`src/rtl/mram_wr_pkg.sv`:
```
package mram_wr_pkg;

  typedef enum logic [2:0] {
    ST_IDLE  = 3'd0,
    ST_READ  = 3'd1,
    ST_DISCH = 3'd2,
    ST_PULSE = 3'd3,
    ST_TAIL  = 3'd4,
    ST_FIN   = 3'd5,
    ST_DONE  = 3'd6
  } wr_state_e;

endpackage

```
`src/rtl/mram_wr_fsm.sv`:
```
module mram_wr_fsm
  import mram_wr_pkg::*;
#(
  parameter int AW = 10
) (
  input  logic          clk,
  input  logic          rst_n,
  input  logic          wr_req,
  input  logic [AW-1:0] wr_addr,
  input  logic          wr_data,
  input  logic          toggle_mode,
  input  logic          rd_valid,
  input  logic          rd_bit,
  input  logic          dis_last,
  input  logic          pulse_last,
  output wr_state_e     state,
  output logic          accept,
  output logic          data_q,
  output logic          tog_q,
  output logic [AW-1:0] addr_q
);

  wr_state_e state_d;
  logic      need_flip;

  assign accept    = (state == ST_IDLE) && wr_req;
  assign need_flip = rd_bit != data_q;

  always_comb begin
    state_d = state;
    unique case (state)
      ST_IDLE:  if (wr_req) state_d = toggle_mode ? ST_READ : ST_DISCH;
      ST_READ:  if (rd_valid) state_d = need_flip ? ST_DISCH : ST_FIN;
      ST_DISCH: if (dis_last) state_d = ST_PULSE;
      ST_PULSE: if (pulse_last) state_d = ST_TAIL;
      ST_TAIL:  state_d = ST_FIN;
      ST_FIN:   state_d = ST_DONE;
      ST_DONE:  state_d = ST_IDLE;
      default:  state_d = ST_IDLE;
    endcase
  end

  always_ff @(posedge clk or negedge rst_n) begin
    if (!rst_n) begin
      state  <= ST_IDLE;
      data_q <= 1'b0;
      tog_q  <= 1'b0;
      addr_q <= '0;
    end else begin
      state <= state_d;
      if (accept) begin
        data_q <= wr_data;
        tog_q  <= toggle_mode;
        addr_q <= wr_addr;
      end
    end
  end

  // the read phase is only entered for toggle-mode requests
  a_r6_read_only_toggle: assert property (@(posedge clk) disable iff (!rst_n)
    (state == ST_IDLE && wr_req) |=> (state == ST_READ) == tog_q);

  // latched write data stays fixed for the whole write
  a_r11_data_held: assert property (@(posedge clk) disable iff (!rst_n)
    (state != ST_IDLE && $past(state) != ST_IDLE) |-> $stable(data_q) && $stable(tog_q));

endmodule

```
`src/rtl/mram_pulse_timer.sv`:
```
module mram_pulse_timer #(
  parameter int CW = 6
) (
  input  logic          clk,
  input  logic          rst_n,
  input  logic          load,
  input  logic [CW-1:0] cfg_dis,
  input  logic [CW-1:0] cfg_lead,
  input  logic [CW-1:0] cfg_wl,
  input  logic [CW-1:0] cfg_bl,
  input  logic          in_dis,
  input  logic          in_pulse,
  output logic          dis_last,
  output logic          pulse_last,
  output logic          wl_win,
  output logic          bl_win
);

  localparam int CNTW = CW + 1;

  // zero length is raised to one cycle
  function automatic logic [CW-1:0] at_least_one(input logic [CW-1:0] v);
    return (v == '0) ? CW'(1) : v;
  endfunction

  // the bit-line start is at least one cycle after the word line and
  // no later than the end of the word-line pulse
  function automatic logic [CW-1:0] clamp_lead(input logic [CW-1:0] lead,
                                               input logic [CW-1:0] wl_eff);
    logic [CW-1:0] l;
    l = at_least_one(lead);
    return (l > wl_eff) ? wl_eff : l;
  endfunction

  function automatic logic [CNTW-1:0] pulse_span(input logic [CW-1:0] wl_eff,
                                                 input logic [CW-1:0] lead_eff,
                                                 input logic [CW-1:0] bl_eff);
    logic [CNTW-1:0] a, b;
    a = CNTW'(wl_eff);
    b = CNTW'(lead_eff) + CNTW'(bl_eff);
    return (a > b) ? a : b;
  endfunction

  logic [CW-1:0]   dis_q, wl_q, lead_q, bl_q;
  logic [CNTW-1:0] span_q, cnt_q;
  logic [CW-1:0]   wl_new, lead_new, bl_new;

  assign wl_new   = at_least_one(cfg_wl);
  assign lead_new = clamp_lead(cfg_lead, wl_new);
  assign bl_new   = at_least_one(cfg_bl);

  assign dis_last   = in_dis   && (cnt_q == CNTW'(dis_q) - CNTW'(1));
  assign pulse_last = in_pulse && (cnt_q == span_q - CNTW'(1));
  assign wl_win     = in_pulse && (cnt_q < CNTW'(wl_q));
  assign bl_win     = in_pulse && (cnt_q >= CNTW'(lead_q)) &&
                      (cnt_q < CNTW'(lead_q) + CNTW'(bl_q));

  always_ff @(posedge clk or negedge rst_n) begin
    if (!rst_n) begin
      dis_q  <= CW'(1);
      wl_q   <= CW'(1);
      lead_q <= CW'(1);
      bl_q   <= CW'(1);
      span_q <= CNTW'(2);
      cnt_q  <= '0;
    end else begin
      if (load) begin
        dis_q  <= at_least_one(cfg_dis);
        wl_q   <= wl_new;
        lead_q <= lead_new;
        bl_q   <= bl_new;
        span_q <= pulse_span(wl_new, lead_new, bl_new);
      end
      if (dis_last || pulse_last || !(in_dis || in_pulse)) cnt_q <= '0;
      else                                                 cnt_q <= cnt_q + CNTW'(1);
    end
  end

  // bit-line window opens only while the word line was already on
  a_r4_wl_leads: assert property (@(posedge clk) disable iff (!rst_n)
    $rose(bl_win) |-> $past(wl_win));

  // word-line window opens at the first pulse-phase cycle
  a_r3_wl_opens_first: assert property (@(posedge clk) disable iff (!rst_n)
    (in_pulse && !$past(in_pulse)) |-> wl_win && !bl_win);

endmodule

```
`src/rtl/mram_bl_steer.sv`:
```
module mram_bl_steer #(
  parameter bit TOG_PAIR_A = 1'b1
) (
  input  logic clk,
  input  logic rst_n,
  input  logic path_on,
  input  logic bl_win,
  input  logic data_q,
  input  logic tog_q,
  output logic sink_a_en,
  output logic sink_b_en,
  output logic src_a_en,
  output logic src_b_en
);

  logic use_a;

  // toggle cells always use one fixed pair; direct-write data selects it
  generate
    if (TOG_PAIR_A) begin : g_tog_a
      assign use_a = tog_q | data_q;
    end else begin : g_tog_b
      assign use_a = !tog_q & data_q;
    end
  endgenerate

  assign sink_a_en = path_on &  use_a;
  assign sink_b_en = path_on & !use_a;
  assign src_a_en  = bl_win  &  use_a;
  assign src_b_en  = bl_win  & !use_a;

  // at most one diagonal pair is ever active
  a_r5_one_pair: assert property (@(posedge clk) disable iff (!rst_n)
    !((sink_a_en || src_a_en) && (sink_b_en || src_b_en)));

  // a source is only on with its own sink
  a_r2_src_has_sink: assert property (@(posedge clk) disable iff (!rst_n)
    (src_a_en |-> sink_a_en) and (src_b_en |-> sink_b_en));

endmodule

```
`src/rtl/mram_wr_seq.sv`:
```
module mram_wr_seq
  import mram_wr_pkg::*;
#(
  parameter int AW = 10,
  parameter int CW = 6
) (
  input  logic          clk,
  input  logic          rst_n,
  input  logic          wr_req,
  input  logic [AW-1:0] wr_addr,
  input  logic          wr_data,
  input  logic          toggle_mode,
  input  logic [CW-1:0] cfg_dis,
  input  logic [CW-1:0] cfg_lead,
  input  logic [CW-1:0] cfg_wl,
  input  logic [CW-1:0] cfg_bl,
  input  logic          rd_valid,
  input  logic          rd_bit,
  output logic          busy,
  output logic [AW-1:0] arr_addr,
  output logic          col_dec_en,
  output logic          sink_a_en,
  output logic          sink_b_en,
  output logic          src_a_en,
  output logic          src_b_en,
  output logic          wl_src_en,
  output logic          rwl_en,
  output logic          done
);

  wr_state_e state;
  logic      accept, data_q, tog_q;
  logic      dis_last, pulse_last, wl_win, bl_win;
  logic      in_dis, in_pulse, path_on;

  assign in_dis   = state == ST_DISCH;
  assign in_pulse = state == ST_PULSE;
  assign path_on  = in_dis || in_pulse || (state == ST_TAIL);

  mram_wr_fsm #(.AW(AW)) u_fsm (
    .clk, .rst_n, .wr_req, .wr_addr, .wr_data, .toggle_mode,
    .rd_valid, .rd_bit, .dis_last, .pulse_last,
    .state, .accept, .data_q, .tog_q, .addr_q(arr_addr)
  );

  mram_pulse_timer #(.CW(CW)) u_timer (
    .clk, .rst_n, .load(accept),
    .cfg_dis, .cfg_lead, .cfg_wl, .cfg_bl,
    .in_dis, .in_pulse,
    .dis_last, .pulse_last, .wl_win, .bl_win
  );

  mram_bl_steer #(.TOG_PAIR_A(1'b1)) u_steer (
    .clk, .rst_n, .path_on, .bl_win, .data_q, .tog_q,
    .sink_a_en, .sink_b_en, .src_a_en, .src_b_en
  );

  assign busy       = state != ST_IDLE;
  assign col_dec_en = path_on;
  assign wl_src_en  = wl_win;
  assign rwl_en     = state == ST_READ;
  assign done       = state == ST_DONE;

  // read word line excludes every write enable
  a_r8_rwl_exclusive: assert property (@(posedge clk) disable iff (!rst_n)
    rwl_en |-> !(col_dec_en || sink_a_en || sink_b_en || src_a_en || src_b_en || wl_src_en));

  // word-line current only starts after a discharge cycle
  a_r2_discharge_first: assert property (@(posedge clk) disable iff (!rst_n)
    $rose(wl_src_en) |-> $past(col_dec_en) && $past(sink_a_en || sink_b_en));

  // path released only once all sources were off
  a_r9_release_order: assert property (@(posedge clk) disable iff (!rst_n)
    $fell(col_dec_en) |-> $past(!(src_a_en || src_b_en || wl_src_en)));

  // done follows a cycle with every enable low
  a_r10_done_after_idle: assert property (@(posedge clk) disable iff (!rst_n)
    done |-> $past(!col_dec_en && !rwl_en) && !col_dec_en);

  // address stable while busy
  a_r12_addr_held: assert property (@(posedge clk) disable iff (!rst_n)
    (busy && $past(busy)) |-> $stable(arr_addr));

endmodule

```
`config.mk`:
```
export PLATFORM = sky130hd
export DESIGN_NAME = mram_wr_seq
export DESIGN_NICKNAME = d
export VERILOG_FILES = /design/src/rtl/mram_wr_pkg.sv /design/src/rtl/mram_wr_fsm.sv /design/src/rtl/mram_pulse_timer.sv /design/src/rtl/mram_bl_steer.sv /design/src/rtl/mram_wr_seq.sv
export SDC_FILE = /design/constraint.sdc
export NUM_CORES = 1
export LEC_CHECK = 0
export BUFFER_PORTS_ARGS = -buffer_cell sky130_fd_sc_hd__buf_2
export CAP_MARGIN = 20
export CORE_MARGIN = 3
export CORE_UTILIZATION = 45
export CTS_BUF_LIST = sky130_fd_sc_hd__clkbuf_16
export DETAILED_ROUTE_END_ITERATION = 8
export MAX_ROUTING_LAYER = met4
export PLACE_DENSITY = 0.66
export SYNTH_ARGS = -nofsm -noshare
export SYNTH_HDL_FRONTEND = slang
export SYNTH_SLANG_ARGS = --single-unit
```
`constraint.sdc`:
```
create_clock -name clk -period 6.8 [get_ports clk]
set_input_delay 0.34 -clock clk [delete_from_list [all_inputs] [get_ports clk]]
set_output_delay 0.34 -clock clk [all_outputs]
set_load 0.02 [all_outputs]
```
==> metrics, run 1 <==
status finished, final reports clean; pre-CTS WS 1930 ps; pwr dens 419 mW/mm^2; Synth Net Count 544; post-route clock period utilization 0.675; Synth Flop Type dfrtp_1; Site Rows 33; total of max-cap violations 0; total CTS buffers 5; Die Y 99.5 um; Slew HR 0.332; Overflow after GRT 0; nets 581; worst setup path endpoint u_timer.span_q[3]; RSZ-0062 raised after global routing false; Ys Warns 0; Peak VDD IR 0.179 mV; first-pass GRT wire length 15300 um; Clock Skew 4.72 ps; clk root buf clkbuf_16; Fin Setup TNS 0 ps; Pleak 2.30 nW; vias in the first global route 3160; endpoints failing setup 0; slack of the critical path 2210 ps; Syn Area/Cell 8.65 sq um; Worst Path Arrival 4720 ps; post-synthesis sequential area ratio 0.338; DR pass1 iterations 4; worst-path fanout max 10; f_max 218 MHz; CTS tree built; PortBufs 59; launch point of the worst reg-to-reg path u_timer.span_q[1]; Worst-path clk slew 70 ps; Total Routing Usage GR 0.198; Hold/Removal Path Class input port to asynchronous set/reset pin; placed cells 590; pin count of the biggest net entering global routing 54; Post-DP HPWL 6860 um; Async SR Flop Fraction 1.00; Crit. End Element register; Antenna Nets Post-Route 0; Boundary Pins 60; Netlist cell types 55; Worst Max-Slew Pin Slew 1000 ps; CTS Hold Bufs 0; vias 3214; Synth Register Bits 53; drc violations 0; initial antenna violation count 0; Reg2Reg Depth 8; Worst Setup Start Kind input port; final hold violation count 0; area grow syn2layout 11.3%; Die X 99.5 um; Avg Vias per Cell 5.37; min cycle time layout 4590 ps; Skew-Pair Late Insertion Delay 300 ps; cts repair resizes 0; Initial Utilization 0.472; Worst EP required 6930 ps; WL final 8920 um; Initial DRC Count 226; reg-to-reg slack, setup 4630 ps; WL per Instance 14.9 um; Die ar. 0.00991 sq mm; post-CTS setup buffer count 0; Slew Limit Fails 0; core region area 0.00834 sq mm; Post-synth EDFFs 0; CP startpoint cfg_wl[1]; Finished Layout Cells 598; Crit Path Category input port to register; clk sinks 53; fraction of layout cells with a size suffix above 1 0.185; RePlAce Congestion 0.897; Mapped Cells 455; # diodes 0; CTS HTree Levels 2; synthesized cell area 0.00394 sq mm; worst-case clock buffer depth 2; reg2reg end u_fsm.state[2]
stage by stage:
stage / total power, mW / instance area (sq um) / hold WS [ps] / utilization
after global placement: 1.55 / 4230 / 453 / 0.507
after floorplan: 1.36 / 3940 / 44.4 / -
after CTS: 1.86 / 4380 / 201 / 0.526
after detailed placement: 1.59 / 4240 / 458 / 0.508
after global routing: 2.03 / 4380 / 222 / 0.526
final: 1.83 / 4380 / 169 / 0.526
area by class of cell:
type | instances | area (sq um)
Clock buffer | 5 | 125
Clock inverter | 3 | 22.5
Fill cell | 792 | 3960
Inverter | 36 | 135
Multi-Input combinational cell | 334 | 2320
Sequential cell | 53 | 1330
Tap cell | 105 | 131
Timing Repair Buffer | 62 | 318
worst min-delay path by stage:
| stage | from | endpoint | cells past startpoint |
|---|---|---|---|
| 2_1_floorplan | rst_n | u_fsm.addr_q[0] | 0 |
| 3_3_place_gp | u_fsm.addr_q[3] | u_fsm.addr_q[3] | 2 |
| 3_5_place_dp | u_fsm.addr_q[3] | u_fsm.addr_q[3] | 2 |
| 4_1_cts | rst_n | u_timer.wl_q[3] | 2 |
| 5_1_grt | rst_n | u_timer.wl_q[2] | 2 |
| 6_report | rst_n | u_timer.cnt_q[1] | 2 |
layer usage:
metal / vias up / part of all wire / wire length [um] / global-route usage
met3: 4 / 0.029 / 260 / 0.0295
li1: 1613 / - / - / -
met1: 1552 / 0.47 / 4230 / 0.267
met4: 0 / 0.0073 / 65 / 0.0567
met5: - / 0 / 0 / -
met2: 45 / 0.49 / 4360 / 0.313
kinds of logic (layout without fill, tap and decap cells):
logic type	count (synthesis)	in the layout	share of synthesized area
xor gates and xnor gates	28	28	0.0623
adders and majority gates	48	48	0.156
muxes	13	13	0.0362
DFF	53	53	0.338
buffers and inverters	68	106	0.0728
AOI/OAI and AO/OA	92	92	0.158
and+or+nand+nor	153	153	0.176
sequential cells by signal, summed over array words and instances (netlist names):
register	count
u_timer.cnt_q	7
u_fsm.state	3
u_timer.span_q	7
u_timer.bl_q	6
u_fsm.data_q	1
u_fsm.addr_q	10
u_timer.wl_q	6
u_fsm.tog_q	1
u_timer.dis_q	6
u_timer.lead_q	6
synthesized netlist by cell type, drive strengths merged (2+ instances only):
library cell	instances	area, sq um
nand2b	7	43.8
o21bai	6	45.0
buf	12	75.1
o21ai	20	100
xor2	14	123
xnor2	14	123
a211o	2	17.5
o31a	4	35.0
and2	2	12.5
fa	2	40.0
o21a	2	15.0
inv	36	135
nand3b	2	15.0
mux2	10	113
mux2i	3	30.0
nand2	77	289
o22ai	2	12.5
o31ai	3	22.5
a21oi	22	110
dfstp	5	131
dfrtp	48	1200
a21o	16	120
clkbuf	20	76.3
nor2b	4	25.0
and3	4	26.3
nor3	6	35.0
nor4	3	18.8
nand4	2	12.5
nor2	29	109
nor3b	2	15.0
nand3	10	50.1
ha	46	576
a31oi	2	12.5
o211a	2	20.0
layout by cell type (no fill, tap or decap), types with 4 or more instances in the layout:
cell type and instances:
buf_2 59, a21o_1 16, nand2b_1 7, xnor2_1 14, mux2_2 10, nand3_1 10
nor2_1 29, o21bai_1 6, o21ai_0 20, nor3_1 5, nand2_1 77, nor2b_1 4
xor2_1 14, a21oi_1 22, o31a_1 4, dfstp_2 5, inv_1 36, clkbuf_16 5
dfrtp_1 48, ha_1 46
power by group:
group | total [mW] | switching, mW | internal (mW)
Combinational | 0.972 | 0.530 | 0.442
Clock | 0.254 | 0.117 | 0.136
Sequential | 0.609 | 0.144 | 0.465
worst max-delay path, stage by stage:
cell and delay [ps]:
buf_2 140, nor4_1 60, a21oi_1 360, inv_1 120, ha_1 190, inv_1 50
a21o_1 90, a21oi_1 70, a32oi_2 390, mux2i_1 320, ha_1 200, inv_1 50
fa_1 400, nor2b_1 120, o21ai_0 110, a21oi_1 230, nand2b_1 170, ha_1 250
a21o_1 180, a21o_1 160, o21ai_0 290, buf_4 240, o31a_1 130, a22oi_1 60
(Power assumes the default switching activity.)
==> run 2: changes to the inputs <==
--- a/config.mk
+++ b/config.mk
@@ -12,7 +12,7 @@
 export CTS_BUF_LIST = sky130_fd_sc_hd__clkbuf_16
 export DETAILED_ROUTE_END_ITERATION = 8
 export MAX_ROUTING_LAYER = met4
-export PLACE_DENSITY = 0.66
+export PLACE_DENSITY = 0.68
 export SYNTH_ARGS = -nofsm -noshare
 export SYNTH_HDL_FRONTEND = slang
 export SYNTH_SLANG_ARGS = --single-unit
==> constraint.sdc (replaced) <==
create_clock -name clk -period 4.14 [get_ports clk]
set_input_delay 0.207 -clock clk [delete_from_list [all_inputs] [get_ports clk]]
set_output_delay 0.207 -clock clk [all_outputs]
set_load 0.02 [all_outputs]
==> run 2 against run 1 <==
  * Total power rose by 65%
  * Clock power rose by 61%
  * Core utilization rose by 0.76 points
  * Sequential share of layout area fell by 0.44 points
  * Register-to-register slack got worse by 2700 ps
  * First-iteration DRC count fell by 48%
  * Clock-buffer cell count did not move
  * Largest power group unchanged
  * Highest routed layer unchanged
==> metrics, run 2 (same netlist as run 1, synthesis figures left out) <==
status finished, final reports clean; vias 3244 (+0.93%); Die X 99.5 um (unchanged); WL per Instance 14.6 um (-1.9%); drc violations 0 (unchanged); Skew-Pair Late Insertion Delay 290 ps (about the same); Peak VDD IR 0.345 mV (+93%); Placed Area 0.00428 sq mm (+1.1%); WP buf/inv 5 (unchanged); worst-path fanout max 6 (-4); top flop regs u_fsm.addr_q (10), u_timer.cnt_q (7), u_timer.span_q (7); clk sinks 53 (unchanged); max reg flops 10 (unchanged); Initial DRC Count 118 (-48%); Util after Layout 0.533 (+0.00765); most common cell after layout, fill and taps aside nand2_1; Boundary Pins 60 (unchanged); final instance area 0.00445 sq mm (+1.5%); Worst EP required 4330 ps (-2600 ps); met1 GRT Util 0.271 (+0.00401); Crit path max-delay family compound AO/OA/AOI/OAI gates; CTS tree built; met2 usage 0.293 (-0.0196); Die Y 99.5 um (unchanged); Post-DP HPWL 6780 um (-1.1%); CP startpoint cfg_wl[2]; fillers 809 (+2.1%); Finished Layout Cells 606 (+1.3%); Pleak 2.34 nW (+1.8%); Fin Setup TNS 0 ps (unchanged); Overflow after GRT 0 (unchanged); Crit. End Element register; busiest grt layer met2; Crit Path Category input port to register; Site Rows 33 (unchanged); Worst Setup Start Kind input port; Hold/Removal Path Class input port to asynchronous set/reset pin; core region area 0.00834 sq mm (unchanged); RePlAce Congestion 0.884 (-1.4%); initial antenna violation count 0 (unchanged); M3 GR Usage 0.0252 (-0.00421); area grow syn2layout 12.9%; endpoints failing setup 0 (unchanged); Slew HR 0.329 (-0.00328); Initial Utilization 0.472 (unchanged); Antenna Nets Post-Route 0 (unchanged); total CTS buffers 5 (unchanged); slack of the critical path 268 ps (-1940 ps); CTS HTree Levels 2 (unchanged); Slew Limit Fails 0 (unchanged); pin count of the biggest net entering global routing 54 (unchanged); Hold WS 28.0 ps (-141 ps); final hold violation count 0 (unchanged); Total Routing Usage GR 0.192 (-0.00627); post-route clock period utilization 0.935; min cycle time layout 3870 ps; fraction of layout cells with a size suffix above 1 0.202 (+0.0170); # diodes 0 (unchanged); Worst path max stage delay 390 ps (about the same); vias in the first global route 3162 (+0.063%); pwr dens 680 mW/mm^2 (+62%); worst-case clock buffer depth 2 (unchanged); Worst Path Arrival 4060 ps (-660 ps); placed cells 596 (+1.0%); Die ar. 0.00991 sq mm (unchanged); commonest cells after routing, fill and taps aside 77 x nand2_1, 60 x buf_2, 48 x dfrtp_1, 45 x ha_1, 37 x inv_1; Worst-path clk slew 70 ps (about the same); Worst Max-Slew Pin Slew 1000 ps (+4.91 ps); RSZ-0062 raised after global routing false; WL final 8870 um (-0.62%); PortBufs 59 (unchanged); Final Total Pwr 3.02 mW (+65%); Clock Skew 9.80 ps (+5.08 ps); clk root buf clkbuf_16; f_max 258 MHz; nets 589 (+1.4%); total of max-cap violations 0 (unchanged); launch point of the worst reg-to-reg path u_timer.span_q[1]; Largest Register u_fsm.addr_q; first-pass GRT wire length 15200 um (-0.72%); Avg Vias per Cell 5.35 (-0.40%); slowest CP cell fa_1; pre-CTS WS -43.3 ps (-1970 ps); DR pass1 iterations 4 (unchanged)
==> run 2: path summary, 6_finish.rpt <==
kind,endpoint,slack [ps],depth (start not counted)
max,u_timer.span_q[3],270,25
min,u_fsm.state[1],30,2
max reg2reg,u_fsm.state[2],1980,8
min reg2reg,u_fsm.addr_q[0],470,2
max in group asynchronous,u_timer.bl_q[1],3650,2
min in group clk,u_fsm.data_q,100,3
==> run 2: report_power, final <==
group          switching, mW  total, mW  internal, mW
clock                  0.186      0.408         0.222
combinational          0.881       1.62         0.741
sequential             0.230      0.994         0.764
total                   1.30       3.02          1.73
==> run 2: cell type report <==
class	instances	area, sq um	share of cell area
Clock buffer	5	125	0.0281
Clock inverter	3	18.8	0.00422
Inverter	36	135	0.0304
Multi-Input combinational cell	334	2330	0.524
Sequential cell	53	1330	0.300
Tap cell	105	131	0.0295
Timing Repair Buffer	70	375	0.0844
==> run 2: worst reg2reg max path: stages (launching register included) <==
cell and delay, ps:
dfstp_2 550, inv_1 60, ha_1 220, nand2b_1 180, o211a_1 130, o31ai_1 250, a31o_2 210, and2_1 310
and3_1 200
==> run 2: metal layers <==
metal,vias to the layer above,share of wire
met1,1560,0.49
li1,1625,-
met4,0,0.017
met2,47,0.47
met5,-,0
met3,12,0.021
==> run 2: timing repair <==
item                                    4_1_cts  5_1_grt
buffers inserted                              0        1
resized for setup                             0        5
hold buffers                                  0        0
endpoints found under the setup margin        0        6
==> run 3: changes to the inputs <==
--- a/config.mk
+++ b/config.mk
@@ -5,6 +5,7 @@
 export SDC_FILE = /design/constraint.sdc
 export NUM_CORES = 1
 export LEC_CHECK = 0
+export ABC_AREA = 1
 export BUFFER_PORTS_ARGS = -buffer_cell sky130_fd_sc_hd__buf_2
 export CAP_MARGIN = 20
 export CORE_MARGIN = 3
==> run 3 against run 2 <==
  * Synthesized area rose by 1.7%
  * Sequential power fell by 48%
  * Sequential share of layout area fell by 0.18 points
  * Via count rose by 9.1%
  * Non-clock buffer count fell by 9
  * Sequential cell count did not move
  * Critical endpoint is now u_timer.span_q[1]
==> metrics, run 3 <==
most common cell after layout, fill and taps aside nand2_1; min cycle time layout 3690 ps (-182 ps); synthesized cell area 0.00400 sq mm (+1.7%); WP buf/inv 3 (-2); Slew HR 0.517 (+0.188); Die X 100 um (+0.79%); Site Rows 33 (unchanged); Worst Max-Slew Pin Slew 723 ps (-281 ps); Worst-path clk slew 70 ps (about the same); post-route clock period utilization 0.891 (-0.0440); slack of the critical path 450 ps (+182 ps); total of max-cap violations 0 (unchanged); Synth Flop Type dfrtp_1; Compound-Gate Fraction of Synth Area 0.119 (-0.0389); endpoints failing setup 0 (unchanged); Ys Warns 0 (unchanged); Boundary Pins 60 (unchanged); Die Y 100 um (+0.79%); Simple-Gate Fraction of Synth Area 0.251 (+0.0752); core region area 0.00842 sq mm (+0.99%); Yosys top cell by area dfrtp_1; critical path's most frequent cell ha_1; Total Routing Usage GR 0.192 (-0.000298); Netlist cell types 39 (-29%); Internal 829 uW (-52%); largest family of logic cells by synthesized area simple AND/OR/NAND/NOR gates; Pleak 2.41 nW (+2.9%); xor/xnor share of the synthesized area 0.0494 (-0.0129); initial antenna violation count 0 (unchanged); Post-DP HPWL 6970 um (+2.9%); Switch Pwr 343 uW (-74%); Initial DRC Count 132 (+12%); RSZ-0062 raised after global routing false; Synth Net Count 622 (+14%); Worst EP required 4340 ps (about the same); Slew Limit Fails 0 (unchanged); Worst Setup Start Kind input port; Hold WS 13.3 ps (-14.7 ps); Util after Layout 0.531 (-0.00196); drc violations 0 (unchanged); DR pass1 iterations 4 (unchanged); Antenna Nets Post-Route 0 (unchanged); RePlAce Congestion 0.871 (-1.4%); pin count of the biggest net entering global routing 54 (unchanged); Die ar. 0.0101 sq mm (+1.6%); clk sinks 53 (unchanged); pwr dens 262 mW/mm^2 (-61%); power share of the sequential group 0.441 (+0.112); pre-CTS WS 171 ps (+215 ps); Crit Path Category input port to register; Fin Setup TNS 0 ps (unchanged); nets 664 (+13%); PortBufs 59 (unchanged); final hold violation count 0 (unchanged); total CTS buffers 5 (unchanged); Cell Chain, Critical Path buf_2 > nor3_1 > nand2_1 > nand2_1 > inv_1 > ha_1 > nor2_1 > o21ai_1 > o211ai_1 > nand2_2 > o21ai_2 > ha_1 > inv_1 > fa_1 > o21ai_2 > xor2_1 > ha_1 > and3_1 > nand4_1 > nand3_1 > o21ai_0 > o21ai_0; worst-case clock buffer depth 2 (unchanged); Hold/Removal Path Class input port to asynchronous set/reset pin; top flop regs u_fsm.addr_q (10), u_timer.cnt_q (7), u_timer.span_q (7); Worst path max stage delay 410 ps (+20 ps); CTS Hold Bufs 0 (unchanged); area grow syn2layout 11.7%; CTS tree built; status finished, final reports clean; Clock Skew 11.5 ps (+1.69 ps); top post-synthesis cells by area dfrtp_1 30%, ha_1 14%, nand2_1 13%; commonest cells after routing, fill and taps aside 142 x nand2_1, 60 x inv_1, 59 x buf_2, 48 x dfrtp_1, 46 x ha_1; max reg flops 10 (unchanged); vias in the first global route 3389 (+7.2%); Mapped Cells 533 (+17%); mux cell area share after synthesis 0 (-0.0362); cts repair resizes 0 (unchanged); slowest CP cell fa_1; Synth Area in Adders 0.154 (-0.00259); Syn Area/Cell 7.51 sq um (-13%); Peak VDD IR 0.188 mV (-46%); clk root buf clkbuf_16; WL final 9160 um (+3.3%); WL per Instance 13.4 um (-8.1%); Skew-Pair Late Insertion Delay 300 ps (about the same); # diodes 0 (unchanged); Async SR Flop Fraction 1.00 (unchanged); Yosys top cell area share 0.300 (-0.00505); Avg Vias per Cell 5.20 (-2.9%); Post-synth EDFFs 0 (unchanged); count leader, synth nand2_1; first-pass GRT wire length 15200 um (+0.41%); fraction of layout cells with a size suffix above 1 0.177 (-0.0245); Switching Fraction 0.293 (-0.136); Overflow after GRT 0 (unchanged); synth cell count leaders 142 x nand2_1, 60 x inv_1, 48 x dfrtp_1; Clk pwr share 0.377 (+0.242); vias 3539 (+9.1%); Crit. End Element register; Largest Register u_fsm.addr_q; share of total power in combinational logic 0.182 (-0.354); worst-path fanout max 12 (+6); Crit path max-delay family simple AND/OR/NAND/NOR gates; Synth Register Bits 53 (unchanged); Initial Utilization 0.475 (+0.00324); CTS HTree Levels 2 (unchanged); post-CTS setup buffer count 0 (unchanged); f_max 271 MHz (+4.9%); Worst Path Arrival 3890 ps (-170 ps); post-synthesis sequential area ratio 0.333 (-0.00561)
## run 3: final cells by class
class | instances | area (sq um)
Clock buffer | 5 | 125
Clock inverter | 3 | 28.8
Fill cell | 815 | 3950
Inverter | 66 | 250
Multi-Input combinational cell | 388 | 2300
Sequential cell | 53 | 1330
Tap cell | 105 | 131
Timing Repair Buffer | 61 | 310
## run 3: cells by family after synthesis
family,Yosys count
flip-flops,53
adder cells (fa/ha/maj),48
AO/OA/AOI/OAI,80
AND/OR/NAND/NOR,239
XOR/XNOR,21
buffers and inverters,92
## run 3: layer usage
| metal | vias to the layer above | wire length (um) | global-route usage |
|---|---|---|---|
| li1 | 1799 | - | - |
| met2 | 90 | 4520 | 0.329 |
| met5 | - | 0 | - |
| met1 | 1639 | 4110 | 0.238 |
| met4 | 0 | 127 | 0.0539 |
| met3 | 11 | 402 | 0.0243 |
## run 3: stage by stage
step,cells,instance area (sq um),power (mW)
floorplan,533,4000,0.677
global placement,673,4320,0.734
detailed placement,673,4320,0.739
CTS,681,4470,1.18
global route,681,4470,1.23
finish,681,4470,1.17
## run 3: path summary, 6_finish.rpt
check	startpoint	end	slack, ps	cells past startpoint
max	cfg_lead[2]	u_timer.span_q[1]	450	22
min	rst_n	u_timer.dis_q[1]	10	2
max reg2reg	u_fsm.state[0]	u_timer.span_q[3]	2070	8
min reg2reg	u_fsm.addr_q[2]	u_fsm.addr_q[2]	480	2
max in group asynchronous	rst_n	u_timer.span_q[4]	3640	2
min in group clk	wr_addr[5]	u_fsm.addr_q[5]	90	3
## run 3: power groups by stage
stage	Clock, mW	Sequential [mW]	Combinational (mW)
after floorplan	0	0.528	0.150
after global placement	0	0.528	0.206
after detailed placement	0	0.528	0.211
after CTS	0.452	0.517	0.213
after global routing	0.468	0.517	0.241
final	0.442	0.517	0.213
